## src/rtl/mpr_pkg.sv

```systemverilog
package mpr_pkg;
  typedef enum logic [1:0] {
    S_WAIT_HI = 2'd0,
    S_IDLE    = 2'd1,
    S_START   = 2'd2,
    S_BITS    = 2'd3
  } rx_state_e;

  localparam logic [1:0] A_CTRL = 2'd0;
  localparam logic [1:0] A_STAT = 2'd1;
  localparam logic [1:0] A_DATA = 2'd2;

  localparam int C_RXEN = 0;
  localparam int C_IEN  = 1;
  localparam int C_MPF  = 2;
  localparam int C_FILT = 3;

  localparam int F_FULL = 0;
  localparam int F_FERR = 1;
  localparam int F_OVR  = 2;
  localparam int F_MPB  = 3;
endpackage

```

## src/rtl/mpr_sync.sv

```systemverilog
module mpr_sync #(
  parameter int STAGES = 2
) (
  input  logic clk,
  input  logic rst_n,
  input  logic d_i,
  output logic q_o
);
  logic [STAGES-1:0] chain;

  generate
    if (STAGES == 1) begin : g_one
      always_ff @(posedge clk or negedge rst_n)
        if (!rst_n) chain <= '1;
        else        chain <= d_i;
    end else begin : g_many
      always_ff @(posedge clk or negedge rst_n)
        if (!rst_n) chain <= '1;
        else        chain <= {chain[STAGES-2:0], d_i};
    end
  endgenerate

  assign q_o = chain[STAGES-1];
endmodule

```

## src/rtl/mpr_rx_frame.sv

```systemverilog
module mpr_rx_frame
  import mpr_pkg::*;
#(
  parameter int DATA_W = 8,
  parameter int OSR    = 16
) (
  input  logic              clk,
  input  logic              rst_n,
  input  logic              enable_i,
  input  logic              tick_i,
  input  logic              line_i,
  input  logic              mp_fmt_i,
  output logic              done_o,
  output logic [DATA_W-1:0] data_o,
  output logic              mpbit_o,
  output logic              stop_ok_o
);
  localparam int CNT_W = $clog2(OSR);
  localparam int BIT_W = $clog2(DATA_W + 3);
  localparam logic [CNT_W-1:0] MID    = CNT_W'(OSR/2 - 1);
  localparam logic [CNT_W-1:0] LAST_T = CNT_W'(OSR - 1);

  rx_state_e        st;
  logic [CNT_W-1:0] cnt;
  logic [BIT_W-1:0] bn;
  logic [DATA_W:0]  sr;
  logic             mode_q;
  logic [BIT_W-1:0] stop_idx;

  assign stop_idx = BIT_W'(DATA_W) + BIT_W'(mode_q);

  always_ff @(posedge clk or negedge rst_n) begin
    if (!rst_n) begin
      st        <= S_WAIT_HI;
      cnt       <= '0;
      bn        <= '0;
      sr        <= '0;
      mode_q    <= 1'b0;
      done_o    <= 1'b0;
      data_o    <= '0;
      mpbit_o   <= 1'b0;
      stop_ok_o <= 1'b0;
    end else begin
      done_o <= 1'b0;
      if (!enable_i) begin
        st <= S_WAIT_HI;
      end else if (tick_i) begin
        unique case (st)
          S_WAIT_HI: if (line_i) st <= S_IDLE;
          S_IDLE: if (!line_i) begin
            st     <= S_START;
            cnt    <= '0;
            mode_q <= mp_fmt_i;
          end
          S_START: begin
            if (cnt == MID) begin
              cnt <= '0;
              bn  <= '0;
              st  <= line_i ? S_WAIT_HI : S_BITS;
            end else begin
              cnt <= cnt + 1'b1;
            end
          end
          S_BITS: begin
            if (cnt == LAST_T) begin
              cnt <= '0;
              if (bn == stop_idx) begin
                done_o    <= 1'b1;
                stop_ok_o <= line_i;
                data_o    <= mode_q ? sr[DATA_W-1:0] : sr[DATA_W:1];
                mpbit_o   <= mode_q & sr[DATA_W];
                st        <= S_WAIT_HI;
              end else begin
                sr <= {line_i, sr[DATA_W:1]};
                bn <= bn + 1'b1;
              end
            end else begin
              cnt <= cnt + 1'b1;
            end
          end
          default: st <= S_WAIT_HI;
        endcase
      end
    end
  end


  done_pulse_chk: assert property (@(posedge clk) disable iff (!rst_n)
    done_o |=> !done_o);


  bit_range_chk: assert property (@(posedge clk) disable iff (!rst_n)
    (st == S_BITS) |-> (bn <= BIT_W'(DATA_W + 1)));
endmodule

```

## src/rtl/mpr_rx_regs.sv

```systemverilog
module mpr_rx_regs
  import mpr_pkg::*;
#(
  parameter int DATA_W = 8,
  parameter int REG_W  = 8
) (
  input  logic              clk,
  input  logic              rst_n,
  input  logic              wr_i,
  input  logic              rd_i,
  input  logic [1:0]        addr_i,
  input  logic [REG_W-1:0]  wdata_i,
  output logic [REG_W-1:0]  rdata_o,
  input  logic              done_i,
  input  logic [DATA_W-1:0] data_i,
  input  logic              mpbit_i,
  input  logic              stop_ok_i,
  output logic              rx_en_o,
  output logic              mp_fmt_o,
  output logic              rxi_o,
  output logic              eri_o
);
  logic rx_en_q, ien_q, mpf_q, filt_q;
  logic full_q, ferr_q, ovr_q, mpb_q;
  logic [2:0] seen_q;
  logic [DATA_W-1:0] data_q;
  logic filtering, drop, wr_ctrl, wr_stat, rd_stat;
  logic [2:0] flags;
  logic unused_wbits;

  assign filtering = mpf_q & filt_q;
  assign drop      = done_i & filtering & ~mpbit_i;
  assign wr_ctrl   = wr_i & (addr_i == A_CTRL);
  assign wr_stat   = wr_i & (addr_i == A_STAT);
  assign rd_stat   = rd_i & (addr_i == A_STAT);
  assign flags     = {ovr_q, ferr_q, full_q};
  assign unused_wbits = ^wdata_i[REG_W-1:4];

  always_ff @(posedge clk or negedge rst_n) begin
    if (!rst_n) begin
      rx_en_q <= 1'b0; ien_q <= 1'b0; mpf_q <= 1'b0; filt_q <= 1'b0;
      full_q  <= 1'b0; ferr_q <= 1'b0; ovr_q <= 1'b0; mpb_q <= 1'b0;
      seen_q  <= '0;
      data_q  <= '0;
    end else begin
      if (wr_ctrl) begin
        rx_en_q <= wdata_i[C_RXEN];
        ien_q   <= wdata_i[C_IEN];
        mpf_q   <= wdata_i[C_MPF];
        filt_q  <= wdata_i[C_FILT];
      end
      if (rd_stat) seen_q <= flags;
      if (wr_stat) begin
        if (!wdata_i[F_FULL] && seen_q[F_FULL]) begin full_q <= 1'b0; seen_q[F_FULL] <= 1'b0; end
        if (!wdata_i[F_FERR] && seen_q[F_FERR]) begin ferr_q <= 1'b0; seen_q[F_FERR] <= 1'b0; end
        if (!wdata_i[F_OVR]  && seen_q[F_OVR])  begin ovr_q  <= 1'b0; seen_q[F_OVR]  <= 1'b0; end
      end
      if (done_i && !drop) begin
        if (mpf_q && mpbit_i) filt_q <= 1'b0;
        mpb_q <= mpbit_i;
        if (full_q) begin
          ovr_q <= 1'b1;
        end else begin
          data_q <= data_i;
          full_q <= 1'b1;
        end
        if (!stop_ok_i) ferr_q <= 1'b1;
      end
    end
  end

  always_comb begin
    rdata_o = '0;
    unique case (addr_i)
      A_CTRL: rdata_o[3:0] = {filt_q, mpf_q, ien_q, rx_en_q};
      A_STAT: rdata_o[3:0] = {mpb_q, ovr_q, ferr_q, full_q};
      A_DATA: rdata_o[DATA_W-1:0] = data_q;
      default: rdata_o = '0;
    endcase
  end

  assign rx_en_o  = rx_en_q;
  assign mp_fmt_o = mpf_q;
  assign rxi_o    = full_q & ien_q;
  assign eri_o    = (ferr_q | ovr_q) & ien_q;


  drop_quiet_chk: assert property (@(posedge clk) disable iff (!rst_n)
    (drop && !wr_stat) |=> ($stable(flags) && $stable(data_q)));


  id_disarm_chk: assert property (@(posedge clk) disable iff (!rst_n)
    (done_i && mpf_q && filt_q && mpbit_i && !wr_ctrl) |=> !filt_q);


  ovr_keep_chk: assert property (@(posedge clk) disable iff (!rst_n)
    (done_i && !drop && full_q) |=> ($stable(data_q) && ovr_q));


  accept_fill_chk: assert property (@(posedge clk) disable iff (!rst_n)
    (done_i && !drop && !full_q) |=> (full_q && data_q == $past(data_i)));


  clear_needs_read_chk: assert property (@(posedge clk) disable iff (!rst_n)
    (wr_stat && !wdata_i[F_FULL] && !seen_q[F_FULL] && full_q) |=> full_q);
endmodule

```

## src/rtl/mpr_uart_rx.sv

```systemverilog
module mpr_uart_rx #(
  parameter int DATA_W      = 8,
  parameter int OSR         = 16,
  parameter int SYNC_STAGES = 2
) (
  input  logic       clk,
  input  logic       rst_n,
  input  logic       os_tick,
  input  logic       rxd,
  input  logic       bus_wr,
  input  logic       bus_rd,
  input  logic [1:0] bus_addr,
  input  logic [7:0] bus_wdata,
  output logic [7:0] bus_rdata,
  output logic       rxi,
  output logic       eri
);
  logic              line_s;
  logic              rx_en, mp_fmt;
  logic              f_done, f_mpbit, f_stop_ok;
  logic [DATA_W-1:0] f_data;

  mpr_sync #(.STAGES(SYNC_STAGES)) u_sync (
    .clk(clk), .rst_n(rst_n), .d_i(rxd), .q_o(line_s)
  );

  mpr_rx_frame #(.DATA_W(DATA_W), .OSR(OSR)) u_frame (
    .clk(clk), .rst_n(rst_n), .enable_i(rx_en), .tick_i(os_tick),
    .line_i(line_s), .mp_fmt_i(mp_fmt), .done_o(f_done),
    .data_o(f_data), .mpbit_o(f_mpbit), .stop_ok_o(f_stop_ok)
  );

  mpr_rx_regs #(.DATA_W(DATA_W), .REG_W(8)) u_regs (
    .clk(clk), .rst_n(rst_n), .wr_i(bus_wr), .rd_i(bus_rd),
    .addr_i(bus_addr), .wdata_i(bus_wdata), .rdata_o(bus_rdata),
    .done_i(f_done), .data_i(f_data), .mpbit_i(f_mpbit),
    .stop_ok_i(f_stop_ok), .rx_en_o(rx_en), .mp_fmt_o(mp_fmt),
    .rxi_o(rxi), .eri_o(eri)
  );
endmodule

```

## config.mk

```make
export PLATFORM = sky130hd
export DESIGN_NAME = mpr_uart_rx
export DESIGN_NICKNAME = d
export VERILOG_FILES = /design/src/rtl/mpr_pkg.sv /design/src/rtl/mpr_sync.sv /design/src/rtl/mpr_rx_frame.sv /design/src/rtl/mpr_rx_regs.sv /design/src/rtl/mpr_uart_rx.sv
export SDC_FILE = /design/constraint.sdc
export NUM_CORES = 1
export LEC_CHECK = 0
export ABC_CLOCK_PERIOD_IN_PS = 2200
export BUFFER_PORTS_ARGS = -buffer_cell sky130_fd_sc_hd__clkbuf_2
export CAP_MARGIN = 20
export CORE_MARGIN = 2
export CORE_UTILIZATION = 58
export DETAILED_ROUTE_END_ITERATION = 6
export HOLD_SLACK_MARGIN = 0.03
export PLACE_DENSITY = 0.79
export SLEW_MARGIN = 25
export SYNTH_ARGS = -nofsm -noshare
export SYNTH_HDL_FRONTEND = slang
export SYNTH_SLANG_ARGS = --single-unit
```

## constraint.sdc

```tcl
create_clock -name clk -period 2.2 [get_ports clk]
set_clock_uncertainty 0.05 [all_clocks]
set_input_delay 0.44 -clock clk [delete_from_list [all_inputs] [get_ports clk]]
set_output_delay 0.44 -clock clk [all_outputs]
set_load 0.03 [all_outputs]
```

==> key figures, run 1 <==
CTS
  • Post-CTS Setup Bufs: 0
  • Clock sink count: 52
  • Hold bufs inserted after CTS: 1
  • H-tree depth: 2
  • Clock insertion delay at the later pin of the skew report: 0.31 ns
  • Cts bufs inserted: 5
  • Root buf cell: clkbuf_8
  • Resized cells post-CTS: 0
  • CTS tree: yes
  • Clk buf depth: 2
  • Clock slew seen by the registers of the worst setup and hold paths: 0.10 ns

Timing
  • Final slew viol count: 0
  • Crit path time final: 1.93 ns
  • Relative slew slack: 0.651
  • Fmax: 0.519 GHz
  • Transition time of the tightest slew-check pin: 0.520 ns
  • RSZ-0062 raised after global routing: no
  • Total of endpoints with negative setup slack in the final report: 0
  • Endpoints failing hold: 0
  • Aggregate negative setup slack: 0 ns
  • Portion of the clock cycle consumed by the worst path in the final layout: 0.876
  • Final worst-path setup slack: 0.272 ns

Cells and area
  • Final layout net count: 266
  • Ratio of cells with drive above 1 in the final layout: 0.253
  • Final core area utilization: 0.681
  • Area added between synthesis and finish: 12.2%
  • Layout filler cell count: 306
  • Total inserted antenna cells: 0

Die
  • Horizontal die dimension: 69.0 um
  • Core region area: 0.00403 mm2
  • Row cnt: 23
  • Effective utilization at floorplan: 0.607
  • Die ar.: 0.00476 mm2
  • IO Pins: 26
  • Die outline height: 69.0 um

Logic synthesis
  • Post-synth top area share: 0.511
  • Post-Synthesis Cell Area: 0.00245 mm2
  • Most common cell in the netlist: dfrtp_1
  • Post-synthesis cell type with the largest combined area: dfrtp_1
  • Total of flip-flops plus latches after synthesis: 52
  • Syn Inst Count: 220
  • Synth Flop Type: dfrtp_1
  • Post-synth EDFFs: 0
  • Async set or reset register ratio after synthesis: 1.00
  • Syn. warnings: 0
  • Share of synthesized area occupied by flip-flops and latches: 0.533
  • Count of different cell masters after synthesis: 40
  • Most instantiated cells after synthesis: 50 x dfrtp_1, 24 x nand2_1, 22 x mux2_2
  • Mean post-synth cell area: 11.1 um2
  • Net Count, Synth: 238
  • Synth area leaders: dfrtp_1 51%, mux2_2 10%, mux2i_1 5.7%, o21ai_0 4.3%, nand2_1 3.7%

Min path
  • Hold crit path type: primary input to flop
  • Worst hold path depth: 1
  • Start point of the worst min-delay path: rxd
  • Hold EP: u_sync.chain[0]

Drt
  • Remaining DRCs: 0
  • Average routed wire per standard cell: 14.5 um
  • Number of detailed-route iterations in the first pass: 4
  • Antenna violation net count after detailed routing: 0
  • Post-detailed-route via-to-cell ratio: 5.59
  • 1st-iter DRT viols: 105
  • Final Routed Wirelength: 4.34 mm
  • Routed via count: 1672

Place
  • RePlAce Congestion: 0.784
  • Count of buffers from port buffering: 21
  • Worst-case setup slack after placement: 0.273 ns
  • Detailed-placement wirelength estimate: 3.27 mm

Setup path
  • Slowest cell delay on critical path: 0.64 ns
  • R2R setup slack: 0.27 ns
  • Critical path startpoint category: flop
  • Endpoint class of the critical path: flop
  • Slowest cell on crit path: or4_4
  • CP Data Required Time: 2.36 ns
  • Highest net fanout along the worst path: 20
  • Cells along the critical path: or3b_1 > or4_4 > mux2_4
  • Critical path class: flop to flop
  • Startpoint of the worst-slack reg-to-reg timing path: u_frame.bn[2]
  • Number of cells on the worst reg-to-reg path: 3
  • Arrival time of data at the critical path endpoint: 2.08 ns
  • R2R Path End: u_frame.stop_ok_o

Power and ir drop
  • Leakage power: 1.30 nW
  • Total power after layout: 1.98 mW
  • Worst-case vdd ir drop: 0.000496 V
  • Total power density per cell area: 722 mW/mm2

Global route
  • Overall global routing resource usage: 0.210
  • Number of global-route vias before repair: 1546
  • Initial antenna violation count: 0
  • Global-route wire length before repair: 7.09 mm
  • Pin count of the biggest net entering global routing: 25
  • Global route overflow: 0

Run status
  • Status: completed

Flow run
  • Maximum capacitance violations: 0
==> state kept, by name, summed over array words and instances, names as in the netlist, 2 cells and up <==
name / count
u_frame.data_o: 8
u_frame.bn: 4
u_frame.cnt: 4
u_sync.chain: 2
u_regs.data_q: 8
u_frame.sr: 9
u_frame.st: 2
u_regs.seen_q: 3
==> layer usage <==
layer  up-vias  share of wire  global-route usage
met5         -              0                   0
met4         0          0.013              0.0882
met3         5          0.032              0.0536
met2        34           0.50               0.345
met1       791           0.45               0.263
li1        842              -                   -
==> per-stage QoR <==
step	std cells	hold WS [ns]	cell area, um2
2_1_floorplan	220	0.0944	2450
3_3_place_gp	290	0.296	2650
3_5_place_dp	290	0.297	2650
4_1_cts	299	0.149	2750
5_1_grt	299	0.141	2750
6_report	299	0.159	2750
==> cell usage in the layout, fill, tap and decap left out, drive strengths merged, types with 4 or more instances in the layout <==
cell type / synthesis / final
dfrtp: 50 / 50
clkbuf: 6 / 27
nand2: 24 / 24
mux2: 23 / 23
o21ai: 21 / 21
mux2i: 14 / 14
buf: 4 / 9
a21oi: 8 / 8
and2: 8 / 8
inv: 7 / 7
nand3: 7 / 7
a22o: 5 / 5
nand2b: 4 / 4
==> power breakdown <==
group	internal [mW]	total [mW]	switching, mW
Clock	0.227	0.534	0.307
Combinational	0.155	0.353	0.199
Sequential	1.03	1.10	0.0692
Total	1.41	1.98	0.575
==> logic make-up after synthesis <==
logic type	count (synthesis)	synth area share
flops	52	0.533
buf+inv	17	0.0307
fa+ha+maj	2	0.0102
compound gates	48	0.120
simple gates	61	0.131
mux	37	0.165
xor+xnor	3	0.0107
==> final cells by class <==
class | count | area [um2] | share of cell area
clock buffers | 6 | 72.6 | 0.0264
clock inverters | 2 | 16.3 | 0.00593
inverters | 7 | 26.3 | 0.00957
multi-input cells | 151 | 1070 | 0.389
flip-flops and latches | 52 | 1300 | 0.475
well taps | 50 | 62.6 | 0.0228
repair buffers | 31 | 195 | 0.0711
==> worst max-delay path by stage <==
stage / end / cells after the start / start
floorplan: bus_rdata[0] / 3 / bus_addr[1]
global placement: u_frame.stop_ok_o / 3 / u_frame.bn[2]
detailed placement: u_frame.stop_ok_o / 3 / u_frame.bn[2]
CTS: u_frame.stop_ok_o / 3 / u_frame.bn[2]
global route: u_frame.sr[0] / 5 / u_frame.cnt[0]
finish: u_frame.stop_ok_o / 3 / u_frame.bn[2]
==> worst max-delay path, delay by kind of cell (launching register included) <==
kind | cells | cell delay, ns
flops | 1 | 0.42
simple gates | 2 | 1.02
mux | 1 | 0.33
(Power assumes the default switching activity.)
==> inputs of run 2 (changes only) <==
--- a/config.mk
+++ b/config.mk
@@ -6,7 +6,7 @@
 export NUM_CORES = 1
 export LEC_CHECK = 0
 export ABC_CLOCK_PERIOD_IN_PS = 2200
-export BUFFER_PORTS_ARGS = -buffer_cell sky130_fd_sc_hd__clkbuf_2
+export BUFFER_PORTS_ARGS = -buffer_cell sky130_fd_sc_hd__buf_4
 export CAP_MARGIN = 20
 export CORE_MARGIN = 2
 export CORE_UTILIZATION = 58
@@ -16,4 +16,5 @@
 export SLEW_MARGIN = 25
 export SYNTH_ARGS = -nofsm -noshare
 export SYNTH_HDL_FRONTEND = slang
+export SYNTH_HIERARCHICAL = 1
 export SYNTH_SLANG_ARGS = --single-unit
==> run 2 against run 1 <==
Non-clock buffer count shrank 7. Synthesized cell count grew 2.3%. Flip-flop and latch count did not move. Critical endpoint is now u_frame/sr[1]. Largest power group unchanged.
==> key figures, run 2 <==
Cells and area
  • Final Instance Count excl. Fillers: 298 (was 299)
  • Final layout net count: 263 (was 266)
  • Ratio of cells with drive above 1 in the final layout: 0.260 (was 0.253)
  • Total inserted antenna cells: 0 (unchanged)
  • Most frequent cells in the layout: 50 x dfrtp_1, 24 x buf_4, 22 x mux2_2, 16 x a21oi_1, 15 x o21ai_0 (was 50 x dfrtp_1, 24 x nand2_1, 22 x mux2_2, 21 x o21ai_0, 21 x clkbuf_2)
  • Most flop-heavy register: u_frame/sr (was u_frame.sr)
  • Area added between synthesis and finish: 10.9% (was 12.2%)
  • Leading cell type in the layout, fill and taps excluded: dfrtp_1 (unchanged)
  • Final core area utilization: 0.656 (was 0.681)
  • Top Registers: u_frame/sr (9), u_frame/data_o (8), u_regs/data_q (8) (was u_frame.sr (9), u_frame.data_o (8), u_regs.data_q (8))
  • Area of all placed cells without fillers: 0.00282 mm2 (was 0.00275 mm2)
  • Max reg flops: 9 (unchanged)

Place
  • Detailed-placement wirelength estimate: 2.95 mm (was 3.27 mm)
  • Placed Cells incl. Taps: 290 (unchanged)
  • Post-detailed-placement cell area: 0.00273 mm2 (was 0.00265 mm2)
  • Worst-case setup slack after placement: 0.335 ns (was 0.273 ns)
  • Count of buffers from port buffering: 21 (unchanged)
  • RePlAce Congestion: 0.759 (was 0.784)

Timing
  • RSZ-0062 raised after global routing: no (unchanged)
  • Endpoints failing hold: 0 (unchanged)
  • Total of endpoints with negative setup slack in the final report: 0 (unchanged)
  • Final slew viol count: 0 (unchanged)
  • Crit path time final: 1.88 ns (was 1.93 ns)
  • Final worst-path setup slack: 0.318 ns (was 0.272 ns)
  • Portion of the clock cycle consumed by the worst path in the final layout: 0.856 (was 0.876)
  • Transition time of the tightest slew-check pin: 0.640 ns (was 0.520 ns)
  • Aggregate negative setup slack: 0 ns (unchanged)
  • Relative slew slack: 0.573 (was 0.651)
  • Worst-case hold slack: 0.107 ns (was 0.159 ns)
  • Fmax: 0.531 GHz (was 0.519 GHz)

CTS
  • Clock sink count: 52 (unchanged)
  • Clock insertion delay at the later pin of the skew report: 0.31 ns (about the same)
  • Root buf cell: clkbuf_8 (unchanged)
  • Resized cells post-CTS: 0 (unchanged)
  • CTS tree: yes (unchanged)
  • Clock slew seen by the registers of the worst setup and hold paths: 0.09 ns (was 0.10 ns)
  • Clk buf depth: 2 (unchanged)
  • Hold bufs inserted after CTS: 0 (was 1)
  • H-tree depth: 2 (unchanged)
  • Post-CTS Setup Bufs: 0 (unchanged)
  • Cts bufs inserted: 5 (unchanged)

Logic synthesis
  • Most instantiated cells after synthesis: 50 x dfrtp_1, 22 x mux2_2, 16 x a21oi_1 (was 50 x dfrtp_1, 24 x nand2_1, 22 x mux2_2)
  • Most common cell in the netlist: dfrtp_1 (unchanged)
  • Mean post-synth cell area: 11.3 um2 (was 11.1 um2)
  • Total of flip-flops plus latches after synthesis: 52 (unchanged)
  • Post-Synthesis Cell Area: 0.00254 mm2 (was 0.00245 mm2)
  • Count of different cell masters after synthesis: 48 (was 40)
  • Synth area leaders: dfrtp_1 49%, mux2_2 9.8%, mux2i_1 5.5%, a21oi_1 3.2%, o21ai_0 3.0% (was dfrtp_1 51%, mux2_2 10%, mux2i_1 5.7%, o21ai_0 4.3%, nand2_1 3.7%)
  • Synth Flop Type: dfrtp_1 (unchanged)
  • Syn Inst Count: 225 (was 220)
  • Post-synth EDFFs: 0 (unchanged)
  • Post-synth top area share: 0.493 (was 0.511)
  • Async set or reset register ratio after synthesis: 1.00 (unchanged)
  • Syn. warnings: 6 (was 0)
  • Share of synthesized area occupied by flip-flops and latches: 0.514 (was 0.533)
  • Post-synthesis cell type with the largest combined area: dfrtp_1 (unchanged)
  • Net Count, Synth: 243 (was 238)

Setup path
  • Startpoint of the worst-slack reg-to-reg timing path: u_frame/cnt[0] (was u_frame.bn[2])
  • Highest net fanout along the worst path: 9 (was 20)
  • CP Data Required Time: 2.34 ns (was 2.36 ns)
  • R2R setup slack: 0.32 ns (was 0.27 ns)
  • Endpoint class of the critical path: flop (unchanged)
  • Critical path class: flop to flop (unchanged)
  • Critical path startpoint category: flop (unchanged)
  • Arrival time of data at the critical path endpoint: 2.03 ns (was 2.08 ns)
  • R2R Path End: u_frame/sr[1] (was u_frame.stop_ok_o)
  • Number of cells on the worst reg-to-reg path: 4 (was 3)

Power and ir drop
  • Switching Share: 0.291 (was 0.290)
  • Switching Power: 0.574 mW (was 0.575 mW)
  • Total power density per cell area: 702 mW/mm2 (was 722 mW/mm2)
  • Sequential cell fraction of total power: 0.548 (was 0.553)
  • Combinational Power Share: 0.177 (was 0.178)
  • Total power after layout: 1.98 mW (about the same)
  • Leakage power: 1.30 nW (about the same)
  • P_int: 1.40 mW (was 1.41 mW)
  • Worst-case vdd ir drop: 0.000406 V (was 0.000496 V)
  • Clock power share: 0.275 (was 0.269)

Global route
  • Initial antenna violation count: 0 (unchanged)
  • Pin count of the biggest net entering global routing: 53 (was 25)
  • Overall global routing resource usage: 0.195 (was 0.210)
  • Global-route wire length before repair: 7.58 mm (was 7.09 mm)
  • Global route overflow: 0 (unchanged)
  • Number of global-route vias before repair: 1666 (was 1546)

Drt
  • Final Routed Wirelength: 4.29 mm (was 4.34 mm)
  • Routed via count: 1761 (was 1672)
  • Remaining DRCs: 0 (unchanged)
  • Number of detailed-route iterations in the first pass: 4 (unchanged)
  • 1st-iter DRT viols: 114 (was 105)
  • Antenna violation net count after detailed routing: 0 (unchanged)
  • Post-detailed-route via-to-cell ratio: 5.91 (was 5.59)
  • Average routed wire per standard cell: 14.4 um (was 14.5 um)

Die
  • Effective utilization at floorplan: 0.591 (was 0.607)
  • Die outline height: 70.1 um (was 69.0 um)
  • Core region area: 0.00429 mm2 (was 0.00403 mm2)
  • Row cnt: 24 (was 23)
  • Horizontal die dimension: 70.1 um (was 69.0 um)
  • IO Pins: 26 (unchanged)
  • Die ar.: 0.00492 mm2 (was 0.00476 mm2)

Run status
  • Status: completed (unchanged)

Min path
  • Hold crit path type: primary input to asynchronous set/reset pin (was primary input to flop)

Flow run
  • Maximum capacitance violations: 0 (unchanged)
-- run 2: changes by cell type after synthesis, sizes merged, moves of 3 or more --
cell / delta
o21ai: -6
a21oi: +8
nand2: -13
nand2b: -3
nor2: +7
-- run 2: routing by layer --
layer	track usage	up-vias	wire length, um
met5	0	-	0
met4	0.0577	0	59
met3	0.0491	6	214
met2	0.313	42	2010
met1	0.264	862	2010
li1	-	851	-
-- run 2: power groups by stage --
| stage | logic (mW) | clock network [mW] | registers (mW) |
|---|---|---|---|
| after floorplan | 0.258 | 0 | 1.08 |
| after global placement | 0.346 | 0 | 1.10 |
| after detailed placement | 0.351 | 0 | 1.10 |
| after CTS | 0.353 | 0.569 | 1.08 |
| after global routing | 0.388 | 0.602 | 1.09 |
| final | 0.349 | 0.544 | 1.08 |
-- run 2: final cells by class --
cell class / count / area [um2]
multi-input cells: 153 / 1140
repair buffers: 24 / 180
well taps: 52 / 65.1
fillers: 343 / 1480
clock inverters: 3 / 21.3
clock buffers: 5 / 68.8
inverters: 9 / 33.8
flip-flops and latches: 52 / 1300
-- run 2: worst max-delay path, stage by stage (launching register included) --
cell,delay (ns)
dfrtp_1,0.39
ha_1,0.24
nand4_1,0.27
nor3_4,0.43
mux2_2,0.39
-- run 2: cells by family (layout without fill, tap and decap cells) --
group                      Yosys count  in the layout  share of synthesized area
and+or+nand+nor                     58             58                      0.139
AOI/OAI and AO/OA                   54             54                      0.136
DFF                                 52             52                      0.514
muxes                               36             36                      0.153
buffers and inverters               20             41                     0.0360
xor gates and xnor gates             3              3                     0.0133
adders and majority gates            2              2                    0.00986
-- run 2: how the worst max path moves through the flow --
stage              startpoint       endpoint  slack [ns]
2_1_floorplan     bus_addr[0]   bus_rdata[0]        0.32
3_3_place_gp      bus_addr[0]   bus_rdata[0]        0.36
3_5_place_dp    u_frame/bn[0]  u_frame/sr[1]        0.34
4_1_cts         u_frame/bn[0]  u_frame/sr[1]        0.32
5_1_grt        u_frame/cnt[0]  u_frame/sr[7]        0.16
6_report       u_frame/cnt[0]  u_frame/sr[1]        0.32
